--- src/rtl/vca_pkg.sv ---
package vca_pkg;

  localparam int SMP_W     = 16;
  localparam int GAIN_W    = 16;
  localparam int GAIN_FRAC = 15;
  localparam int CMD_W     = 14;
  localparam int KEY_W     = 8;
  localparam logic [KEY_W-1:0] CMD_KEY = 8'h5D;

  // Q1.15 gains for each level code; codes beyond 62 give silence
  function automatic logic [GAIN_W-1:0] gain_lut(input int code);
    logic [GAIN_W-1:0] g;
    case (code)
      0:  g = 16'd32768;  1:  g = 16'd31729;  2:  g = 16'd31221;  3:  g = 16'd30722;
      4:  g = 16'd30196;  5:  g = 16'd29679;  6:  g = 16'd29171;  7:  g = 16'd28672;
      8:  g = 16'd28149;  9:  g = 16'd27635;  10: g = 16'd27130;  11: g = 16'd26635;
      12: g = 16'd26119;  13: g = 16'd25613;  14: g = 16'd25087;  15: g = 16'd24573;
      16: g = 16'd24069;  17: g = 16'd23548;  18: g = 16'd23039;  19: g = 16'd22540;
      20: g = 16'd22027;  21: g = 16'd21501;  22: g = 16'd20987;  23: g = 16'd20486;
      24: g = 16'd19974;  25: g = 16'd19452;  26: g = 16'd18943;  27: g = 16'd18427;
      28: g = 16'd17925;  29: g = 16'd17416;  30: g = 16'd16903;  31: g = 16'd16385;
      32: g = 16'd15865;  33: g = 16'd15362;  34: g = 16'd14841;  35: g = 16'd14337;
      36: g = 16'd13818;  37: g = 16'd13318;  38: g = 16'd12807;  39: g = 16'd12287;
      40: g = 16'd11775;  41: g = 16'd11258;  42: g = 16'd10751;  43: g = 16'd10244;
      44: g = 16'd9726;   45: g = 16'd9214;   46: g = 16'd8709;   47: g = 16'd8193;
      48: g = 16'd7682;   49: g = 16'd7169;   50: g = 16'd6660;   51: g = 16'd6144;
      52: g = 16'd5629;   53: g = 16'd5122;   54: g = 16'd4607;   55: g = 16'd4097;
      56: g = 16'd3585;   57: g = 16'd3072;   58: g = 16'd2561;   59: g = 16'd2049;
      60: g = 16'd1536;   61: g = 16'd1024;   62: g = 16'd512;
      default: g = '0;
    endcase
    return g;
  endfunction

endpackage

--- src/rtl/vca_sync.sv ---
module vca_sync #(
  parameter int N = 3,
  parameter int STAGES = 2,
  parameter logic [N-1:0] RST_VAL = '0
) (
  input  logic         clk,
  input  logic         rst_n,
  input  logic [N-1:0] din,
  output logic [N-1:0] dout
);

  for (genvar s = 0; s < STAGES; s++) begin : g_stage
    logic [N-1:0] nxt;
    logic [N-1:0] q;
    if (s == 0) begin : g_first
      assign nxt = din;
    end else begin : g_next
      assign nxt = g_stage[s-1].q;
    end
    always_ff @(posedge clk or negedge rst_n) begin
      if (!rst_n) q <= RST_VAL;
      else        q <= nxt;
    end
  end

  assign dout = g_stage[STAGES-1].q;

endmodule

--- src/rtl/vca_cmd_rx.sv ---
module vca_cmd_rx #(
  parameter int CMD_W = 14,
  parameter int KEY_W = 8,
  parameter logic [KEY_W-1:0] KEY = 8'h5D,
  localparam int CODE_W = CMD_W - KEY_W
) (
  input  logic              clk,
  input  logic              rst_n,
  input  logic              sdat,
  input  logic              sclk,
  input  logic              sload,
  output logic [CODE_W-1:0] level
);

  logic              sclk_q, sload_q;
  logic [CMD_W-1:0]  sr_q, sr_d;
  logic [CODE_W-1:0] level_q, level_d;
  logic              sclk_rise, load_fall, key_ok, shift_en;

  always_comb begin
    sclk_rise = sclk & ~sclk_q;
    load_fall = ~sload & sload_q;
    shift_en  = sclk_rise & sload;
    key_ok    = (sr_q[KEY_W-1:0] == KEY);
    sr_d      = sr_q;
    level_d   = level_q;
    if (shift_en) sr_d = {sdat, sr_q[CMD_W-1:1]};
    if (load_fall && key_ok) level_d = sr_q[CMD_W-1:KEY_W];
  end

  always_ff @(posedge clk or negedge rst_n) begin
    if (!rst_n) begin
      sclk_q  <= 1'b1;
      sload_q <= 1'b1;
      sr_q    <= '0;
      level_q <= '0;
    end else begin
      sclk_q  <= sclk;
      sload_q <= sload;
      if (shift_en) sr_q <= sr_d;
      if (load_fall) level_q <= level_d;
    end
  end

  assign level = level_q;

  // a matching key commits the shifted code
  a_r2_commit: assert property (@(posedge clk) disable iff (!rst_n)
    (load_fall && key_ok) |=> (level_q == $past(sr_q[CMD_W-1:KEY_W])));
  // a wrong key leaves the level alone
  a_r3_reject: assert property (@(posedge clk) disable iff (!rst_n)
    (load_fall && !key_ok) |=> $stable(level_q));
  // no shifting while the strobe is low
  a_r10_hold: assert property (@(posedge clk) disable iff (!rst_n)
    !sload |=> $stable(sr_q));

endmodule

--- src/rtl/vca_gain_rom.sv ---
module vca_gain_rom #(
  parameter int CODE_W = 6,
  parameter int GAIN_W = vca_pkg::GAIN_W
) (
  input  logic [CODE_W-1:0] code,
  output logic [GAIN_W-1:0] gain
);

  always_comb gain = GAIN_W'(vca_pkg::gain_lut(int'(code)));

endmodule

--- src/rtl/vca_scale.sv ---
module vca_scale #(
  parameter int SMP_W = 16,
  parameter int GAIN_W = 16,
  parameter int FRAC = 15,
  localparam int PW = SMP_W + GAIN_W + 1
) (
  input  logic                    clk,
  input  logic                    rst_n,
  input  logic                    en,
  input  logic signed [SMP_W-1:0] smp,
  input  logic        [GAIN_W-1:0] gain,
  output logic signed [SMP_W-1:0] y
);

  localparam logic signed [PW-1:0] HALF = PW'(1) << (FRAC - 1);
  localparam logic signed [PW-1:0] MAXV = PW'((1 << (SMP_W - 1)) - 1);
  localparam logic signed [PW-1:0] MINV = -(PW'(1) << (SMP_W - 1));

  logic signed [PW-1:0]    prod, rnd, shf;
  logic signed [SMP_W-1:0] y_d, y_q;

  always_comb begin
    prod = PW'(smp) * $signed({1'b0, gain});
    rnd  = prod + HALF;
    shf  = rnd >>> FRAC;
    if (shf > MAXV)      y_d = MAXV[SMP_W-1:0];
    else if (shf < MINV) y_d = MINV[SMP_W-1:0];
    else                 y_d = shf[SMP_W-1:0];
  end

  always_ff @(posedge clk or negedge rst_n) begin
    if (!rst_n)  y_q <= '0;
    else if (en) y_q <= y_d;
  end

  assign y = y_q;

  function automatic logic [SMP_W:0] mag(input logic signed [SMP_W-1:0] v);
    logic signed [SMP_W:0] w;
    w = SMP_W'(v) == v ? (SMP_W+1)'(v) : '0;
    return (w < 0) ? -w : w;
  endfunction

  // a gain of at most 1.0 never grows the magnitude
  a_r7_no_growth: assert property (@(posedge clk) disable iff (!rst_n)
    en |=> (mag(y_q) <= mag($past(smp))));

endmodule

--- src/rtl/vol_cmd_atten.sv ---
module vol_cmd_atten #(
  parameter int SMP_W = vca_pkg::SMP_W,
  parameter int CMD_W = vca_pkg::CMD_W,
  parameter int KEY_W = vca_pkg::KEY_W,
  parameter logic [KEY_W-1:0] KEY = vca_pkg::CMD_KEY,
  parameter int SYNC_STAGES = 2
) (
  input  logic             clk,
  input  logic             rst_n,
  input  logic             host_data,
  input  logic             host_clk,
  input  logic             host_load,
  input  logic             smp_valid,
  input  logic [SMP_W-1:0] smp_left,
  input  logic [SMP_W-1:0] smp_right,
  output logic             out_valid,
  output logic [SMP_W-1:0] out_left,
  output logic [SMP_W-1:0] out_right
);

  localparam int CODE_W = CMD_W - KEY_W;
  localparam int GAIN_W = vca_pkg::GAIN_W;
  localparam int NCH = 2;

  logic [2:0]        host_s;
  logic [CODE_W-1:0] level;
  logic [GAIN_W-1:0] gain_w, s1_gain_q;
  logic              s1_valid_q, out_valid_q;
  logic signed [SMP_W-1:0] in_smp [NCH];
  logic signed [SMP_W-1:0] s1_smp_q [NCH];
  logic signed [SMP_W-1:0] y_ch [NCH];

  // idle levels: load high, clock high, data low
  vca_sync #(.N(3), .STAGES(SYNC_STAGES), .RST_VAL(3'b110)) u_sync (
    .clk(clk), .rst_n(rst_n),
    .din({host_load, host_clk, host_data}),
    .dout(host_s)
  );

  vca_cmd_rx #(.CMD_W(CMD_W), .KEY_W(KEY_W), .KEY(KEY)) u_rx (
    .clk(clk), .rst_n(rst_n),
    .sdat(host_s[0]), .sclk(host_s[1]), .sload(host_s[2]),
    .level(level)
  );

  vca_gain_rom #(.CODE_W(CODE_W), .GAIN_W(GAIN_W)) u_rom (
    .code(level), .gain(gain_w)
  );

  assign in_smp[0] = smp_left;
  assign in_smp[1] = smp_right;

  // stage 1: pair and gain captured together at the pair boundary
  always_ff @(posedge clk or negedge rst_n) begin
    if (!rst_n) begin
      s1_valid_q  <= 1'b0;
      s1_gain_q   <= '0;
      out_valid_q <= 1'b0;
    end else begin
      s1_valid_q  <= smp_valid;
      out_valid_q <= s1_valid_q;
      if (smp_valid) s1_gain_q <= gain_w;
    end
  end

  for (genvar c = 0; c < NCH; c++) begin : g_ch
    always_ff @(posedge clk or negedge rst_n) begin
      if (!rst_n)         s1_smp_q[c] <= '0;
      else if (smp_valid) s1_smp_q[c] <= in_smp[c];
    end
    vca_scale #(.SMP_W(SMP_W), .GAIN_W(GAIN_W), .FRAC(vca_pkg::GAIN_FRAC)) u_scale (
      .clk(clk), .rst_n(rst_n), .en(s1_valid_q),
      .smp(s1_smp_q[c]), .gain(s1_gain_q), .y(y_ch[c])
    );
  end

  assign out_valid = out_valid_q;
  assign out_left  = y_ch[0];
  assign out_right = y_ch[1];

  // two-cycle latency
  a_r8_latency: assert property (@(posedge clk) disable iff (!rst_n)
    smp_valid |=> ##1 out_valid);
  // zero gain yields silence on both channels
  a_r6_mute: assert property (@(posedge clk) disable iff (!rst_n)
    (s1_valid_q && s1_gain_q == '0) |=> (out_left == '0 && out_right == '0));
  // no output without a preceding pair
  a_r4_no_spurious: assert property (@(posedge clk) disable iff (!rst_n)
    !s1_valid_q |=> !out_valid);

endmodule

--- config.mk ---
export PLATFORM = sky130hd
export DESIGN_NAME = vol_cmd_atten
export DESIGN_NICKNAME = d
export VERILOG_FILES = /design/src/rtl/vca_pkg.sv /design/src/rtl/vca_sync.sv /design/src/rtl/vca_cmd_rx.sv /design/src/rtl/vca_gain_rom.sv /design/src/rtl/vca_scale.sv /design/src/rtl/vol_cmd_atten.sv
export SDC_FILE = /design/constraint.sdc
export NUM_CORES = 1
export LEC_CHECK = 0
export BUFFER_PORTS_ARGS = -buffer_cell sky130_fd_sc_hd__buf_2
export CORE_MARGIN = 3
export CORE_UTILIZATION = 53
export DETAILED_ROUTE_END_ITERATION = 8
export PLACE_DENSITY_LB_ADDON = 0.12
export SYNTH_ARGS = -nofsm -noshare
export SYNTH_HDL_FRONTEND = slang
export SYNTH_SLANG_ARGS = --single-unit
--- constraint.sdc ---
create_clock -name clk -period 16.1 [get_ports clk]
set_clock_uncertainty 0.05 [all_clocks]
set_input_delay 4.83 -clock clk [delete_from_list [all_inputs] [get_ports clk]]
set_output_delay 4.83 -clock clk [all_outputs]
set_load 0.005 [all_outputs]
Yosys cells after proc, flatten, opt, wreduce, memory -nomap -nowiden
Memories as Yosys holds them, arrays and structs flattened. A register that Yosys moved wholly into a read port is not among the register bits.
Cells that the tools add are included.
Word-level totals
  word-level logic and storage cells: 34
  register bits after elaboration: 94
  bits in read-only memories: 1024
  output and inout port bits: 33
  memories kept: 1
Operators by class
  equal/unequal tests: 1
  $mul: 2
  bitwise operators: 5
  add/sub/neg operators: 2
  reductions and logical operators: 3
  multiplexer cells: 4
  magnitude comparators: 4
Memories
  (no name shown): depth 64, width 16, rd ports 1, clocked after memory_dff 1, wr ports 0, line vca_pkg.sv:13  | case (code)
Operator list (number)
  adder 33 x 16 -> 33 bit (second input constant): 2
  multiplier 16 x 17 -> 33 bit: 2
  2-to-1 mux 16 bit: 4
  greater-than comparator 18 x 16 -> 1 bit (second input constant): 2
  < comparator 18 x 16 -> 1 bit (second input constant): 2
  equality test 8 x 7 -> 1 bit (second input constant): 1
  bitwise AND 1 bit: 3
  inverter 1 bit: 2
  AND reduction 2 bit: 1
  logical AND 1 bit: 1
  zero test 1 bit: 1

Depth between registers and ports, before layout
  depth in word-level cells: 5
  mapped depth: 26
  mapped depth without buffers: 23

Cells and area by module
From an unflattened synthesis, not the netlist that was laid out.
Unflattened totals
  cells, all modules: 2315
  area, all modules: 21984.8 um2
Modules (own cells, without submodules)
  vca_scale at g_ch[1].u_scale: cells each 1008, times used 1, area an instance 9082.5 um2
  vca_scale at g_ch[0].u_scale: cells each 1007, times used 1, area an instance 9051.2 um2
  vol_cmd_atten: cells each 103, times used 1, area an instance 1910.6 um2
  vca_gain_rom: cells each 143, times used 1, area an instance 929.6 um2
  vca_cmd_rx: cells each 48, times used 1, area an instance 855.8 um2
  vca_sync: cells each 6, times used 1, area an instance 155.1 um2

Least setup slack after synthesis
No wires, ideal clock.
  path kind: register to register
  start point: register s1_gain_q[9]
  end point: register g_ch[1].u_scale.y_q[10]
  setup slack: 9269 ps
  setup time: 126 ps
  data arrival time: 6655 ps
  cell stages (with the launch flop): 27
  required time: 15924 ps
  path buffers: 4
  cell sequence: dfrtp_1 clkbuf_1 clkbuf_1 clkbuf_1 nand2_1 fa_1 inv_1 fa_1 inv_1 fa_1 fa_1 inv_1 fa_1 inv_1 fa_1 inv_1 ha_1 a21oi_1 o22ai_1 nor2_1 a31oi_4 a2111o_1 o211ai_2 mux2i_1 a2111o_1 buf_6 a311o_1
Between the ends
  cells in the longest elaborated chain, start to end: 5
  elaborated cells on any way between the ends: 6
  classes of those cells: add/sub (1); mul (1); order compare (2); mux (2)
Ends and longest elaborated chain
  start: declaration: line vol_cmd_atten.sv:27  | logic [GAIN_W-1:0] gain_w, s1_gain_q;
  multiplier 16 x 17 -> 33 bit *: line vca_scale.sv:23  | prod = PW'(smp) * $signed({1'b0, gain});
  adder 33 x 16 -> 33 bit *: line vca_scale.sv:24  | rnd = prod + HALF;
  < comparator 18 x 16 -> 1 bit: line vca_scale.sv:27  | else if (shf < MINV) y_d = MINV[SMP_W-1:0];
  2-to-1 mux 16 bit: line vca_scale.sv:27
  2-to-1 mux 16 bit *: line vca_scale.sv:26  | if (shf > MAXV) y_d = MAXV[SMP_W-1:0];
  end signal: assignment: line vca_scale.sv:33  | else if (en) y_q <= y_d;
  end: declaration: line vca_scale.sv:20  | logic signed [SMP_W-1:0] y_d, y_q;
Every way passes the cells marked *; elsewhere a longest branch is shown, timed or not.
A chain may end at the register's enable or synchronous reset.

Final worst setup path
  start point: register s1_gain_q[8]
  end point: register g_ch[0].u_scale.y_q[7]
Between the ends
  cells in the longest elaborated chain, start to end: 5
  elaborated cells on any way between the ends: 6
  classes of those cells: add/sub (1); mul (1); order compare (2); mux (2)
Ends and longest elaborated chain (line)
  multiplier 16 x 17 -> 33 bit *: vca_scale.sv:23
  adder 33 x 16 -> 33 bit *: vca_scale.sv:24
  < comparator 18 x 16 -> 1 bit: vca_scale.sv:27
  2-to-1 mux 16 bit: vca_scale.sv:27
  2-to-1 mux 16 bit *: vca_scale.sv:26
  end signal: assignment: vca_scale.sv:33
  end: declaration: vca_scale.sv:20
Marks and branches as above.

==> impl_metrics.tcl <==
set metrics [dict create \
    postRouteAntennaNets 0 \
    cp.depth 21 \
    finalMaxSlewViolations 0 \
    leakagePower_nw 11.9 \
    cp_cell_sequence "buf_4 -> nand2_1 -> fa_1 -> inv_1 -> fa_1 -> inv_1 -> fa_1 -> inv_1 -> fa_1 -> fa_1 -> inv_1 -> fa_1 -> inv_1 -> ha_1 -> o2111ai_1 -> o2111a_1 -> o31ai_1 -> a221o_1 -> mux2_2 -> nand4_1 -> o221ai_1" \
    ys_types 81 \
    finish.net_count 2984 \
    synth_area_um2 21500 \
    grtUsageMet1 0.328 \
    cts-root-buf "clkbuf_16" \
    io_pins 71 \
    grt_usage 0.240 \
    vias_per_cell 5.45 \
    async_reset_ff_frac 1.00 \
    seq_area_um2 2690 \
    synth_top_area_cell "fa_1" \
    grt_pass1_vias 16800 \
    wl_per_cell_um 17.1 \
    synth_warnings 0 \
    globalRouteMet2Util 0.399 \
    path_buf_inv 6 \
    grt_start_max_net_pins 70 \
    rsz0062_at_grt "false" \
    finalSetupTns_ps 0 \
    yosysTopAreaCellShare 0.339 \
    status "finished clean" \
    core_area_um2 39900 \
    worstPathArrival_ps 7780 \
    synthTopCellsByCount "534 x inv_1, 364 x fa_1, 262 x nand2_1" \
    busiest_layer "met2" \
    pre_cts_ws_ps 8560 \
    hpwlAfterDp_um 38300 \
    gr-total-overflow 0 \
    ys.flop_type "dfrtp_1" \
    numClockSinks 107 \
    period_needed_ps 7610 \
    io_buffers 70 \
    setup_viol 0 \
    cts-buffers-inserted 9 \
    tightestPinTransition_ps 947 \
    finalHoldViolCount 0 \
    path_clk_slew_ps 90 \
    dieArea_um2 43100 \
    synth_nets 3004 \
    nFillCells 3647 \
    critPathTopFamily "adder cells" \
    fmax_mhz 131 \
    setup_ws_ps 8490 \
    cpPeakStageDelay_ps 660 \
    critPathLaunch "s1_gain_q[8]" \
    drc 0 \
    grt_util_met3 0.0432 \
    synthCells 2349 \
    worstSetupPathType "reg -> reg" \
    multi_input_area_um2 16300 \
    finalWirelength_um 48800 \
    firstDrtPassIters 5 \
    die_w_um 208 \
    ff2ff_path_depth 21 \
    reg2reg_to "g_ch[0].u_scale.y[7]" \
    num_vias 15600 \
    powerDensity_nw_per_um2 106 \
    tritoncts "built" \
    holdCritPathClass "reg -> reg" \
    ir_drop_uv 111 \
    cp.required_ps 16270 \
    syn_area_per_cell_um2 9.16 \
    fin_crit_sh 0.473 \
    die_y_um 208 \
    critPathCaptureType "flop" \
    synth_edf_count 0 \
    rrSetupSlack_ps 8490 \
    drv_cap 0 \
    worstReg2RegStart "s1_gain_q[8]" \
    cts_buffer_depth 2 \
    crit_top_cell "fa_1" \
    initial_utilization 0.539 \
    rows 73 \
    gp_congestion 0.912 \
    drtIter0Drc 1010 \
    seq_area_frac_synth 0.125 \
    postCtsSetupRepairBufs 0 \
    slew_headroom 0.369 \
    holdBufCountCts 0 \
    placed_area_um2 22200 \
    area_delta_synth_final_pct 4.59 \
    clk_latency_ps 390 \
    crit_end "g_ch[0].u_scale.y[7]" \
    grt_pass1_wl_um 84300 \
    layout-drive-gt1-share 0.0788 \
    ys_ff_latch 107 \
    n_antenna_cell 0 \
    ys_top_cells_by_area "fa_1 34%, ha_1 15%, dfrtp_1 12%" \
    post_cts_resized 0 \
    crit_path_top_delay_cell "dfrtp_1" \
    yosysMostFrequentCell "inv_1" \
    design_area_um2 22500 \
    worstSetupStartpointType "flop" \
    path_max_fanout 30 \
    antenna_found_initial 0 \
    htree_levels 3 \
]
final cells by class:
class / count / area share
clock inverters: 7 / 0.00450
inverters: 538 / 0.0897
flip-flops and latches: 107 / 0.119
well taps: 525 / 0.0292
repair buffers: 87 / 0.0213
multi-input cells: 1586 / 0.726
clock buffers: 9 / 0.0100
cell usage in the layout (no fill, tap or decap), types with 4 or more instances in the layout:
cell | netlist | routed
inv_1 | 534 | 534
fa_1 | 364 | 364
nand2_1 | 262 | 262
ha_1 | 253 | 253
and2_1 | 179 | 179
dfrtp_1 | 101 | 100
a21oi_1 | 69 | 69
buf_2 | 3 | 69
nor2_1 | 68 | 68
mux2_2 | 53 | 53
o21ai_0 | 52 | 52
xnor2_1 | 25 | 25
xor2_1 | 24 | 24
a21o_1 | 20 | 20
buf_4 | 1 | 18
nand3_1 | 17 | 17
nand4_1 | 17 | 17
o221ai_1 | 17 | 17
a311o_1 | 16 | 16
nand2b_1 | 14 | 14
and2b_1 | 11 | 11
nor2b_1 | 9 | 9
clkbuf_16 | 0 | 9
and3_1 | 6 | 6
dfstp_2 | 6 | 6
a31oi_1 | 5 | 5
nor3_1 | 5 | 5
o211ai_1 | 5 | 5
o21bai_1 | 5 | 5
o31ai_1 | 5 | 5
clkinv_1 | 4 | 4
a31o_2 | 4 | 4
a211oi_1 | 4 | 4
o22ai_1 | 4 | 4
mux2i_1 | 4 | 4
report_power, final:
group / internal, W / switching, W / total [W]
clock network: 0.000115 / 0.000135 / 0.000251
logic: 0.000734 / 0.000988 / 0.00172
registers: 0.000329 / 0.0000778 / 0.000406
total: 0.00118 / 0.00120 / 0.00238
through the flow:
step           utilization  cells  hold WS [ps]  power (W)
5_1_grt              0.564   2859           317    0.00268
4_1_cts              0.564   2859           312    0.00240
2_1_floorplan            -   2349           281    0.00173
3_3_place_gp         0.556   2843           292    0.00211
3_5_place_dp         0.556   2843           298    0.00213
6_report             0.564   2859           309    0.00238
worst min path at each step:
stage	slack (ps)	startpoint	cells after the start	endpoint
after floorplan	280	u_sync.g_stage[0].q[0]	0	u_sync.dout[0]
after global placement	290	u_sync.g_stage[0].q[0]	0	u_sync.dout[0]
after detailed placement	300	u_sync.g_stage[0].q[2]	0	u_sync.dout[2]
after CTS	310	u_sync.g_stage[0].q[2]	0	u_sync.dout[2]
after global routing	320	u_sync.g_stage[0].q[2]	0	u_sync.dout[2]
final	310	u_sync.g_stage[0].q[1]	0	u_sync.dout[1]
routing by layer:
metal,vias to the layer above,share of wire
li1,7206,-
met1,7934,0.43
met2,366,0.48
met3,72,0.055
met4,0,0.026
met5,-,0
cells by family (layout without fill, tap and decap cells):
family                   after synthesis  after routing  synth area share
buffers and inverters                656            641             0.116
adder cells (fa/ha/maj)              617            617             0.486
AND/OR/NAND/NOR                      613            613             0.142
AO/OA/AOI/OAI                        248            248            0.0799
flip-flops                           107            107             0.125
multiplexers                          59             59            0.0317
XOR/XNOR                              49             49            0.0199
flip-flops by register name, indices dropped and copies added (netlist names):
name and flops:
u_rx.sload_q 1, s1_valid_q 1, s1_smp_q 32, u_rx.level 6, out_valid 1, u_sync.dout 3
u_sync.g_stage.q 3, s1_gain_q 13, u_rx.sclk_q 1, u_rx.sr_q 14, g_ch.u_scale.y 32
worst reg2reg max path, delay by kind of cell (launching register included):
kind                     cells  cell delay, ps
multiplexers                 1             380
AND/OR/NAND/NOR              2             690
adder cells (fa/ha/maj)      7            3360
flip-flops                   1             660
AO/OA/AOI/OAI                5            1660
buffers and inverters        6             680
(Power assumes the default switching activity.)
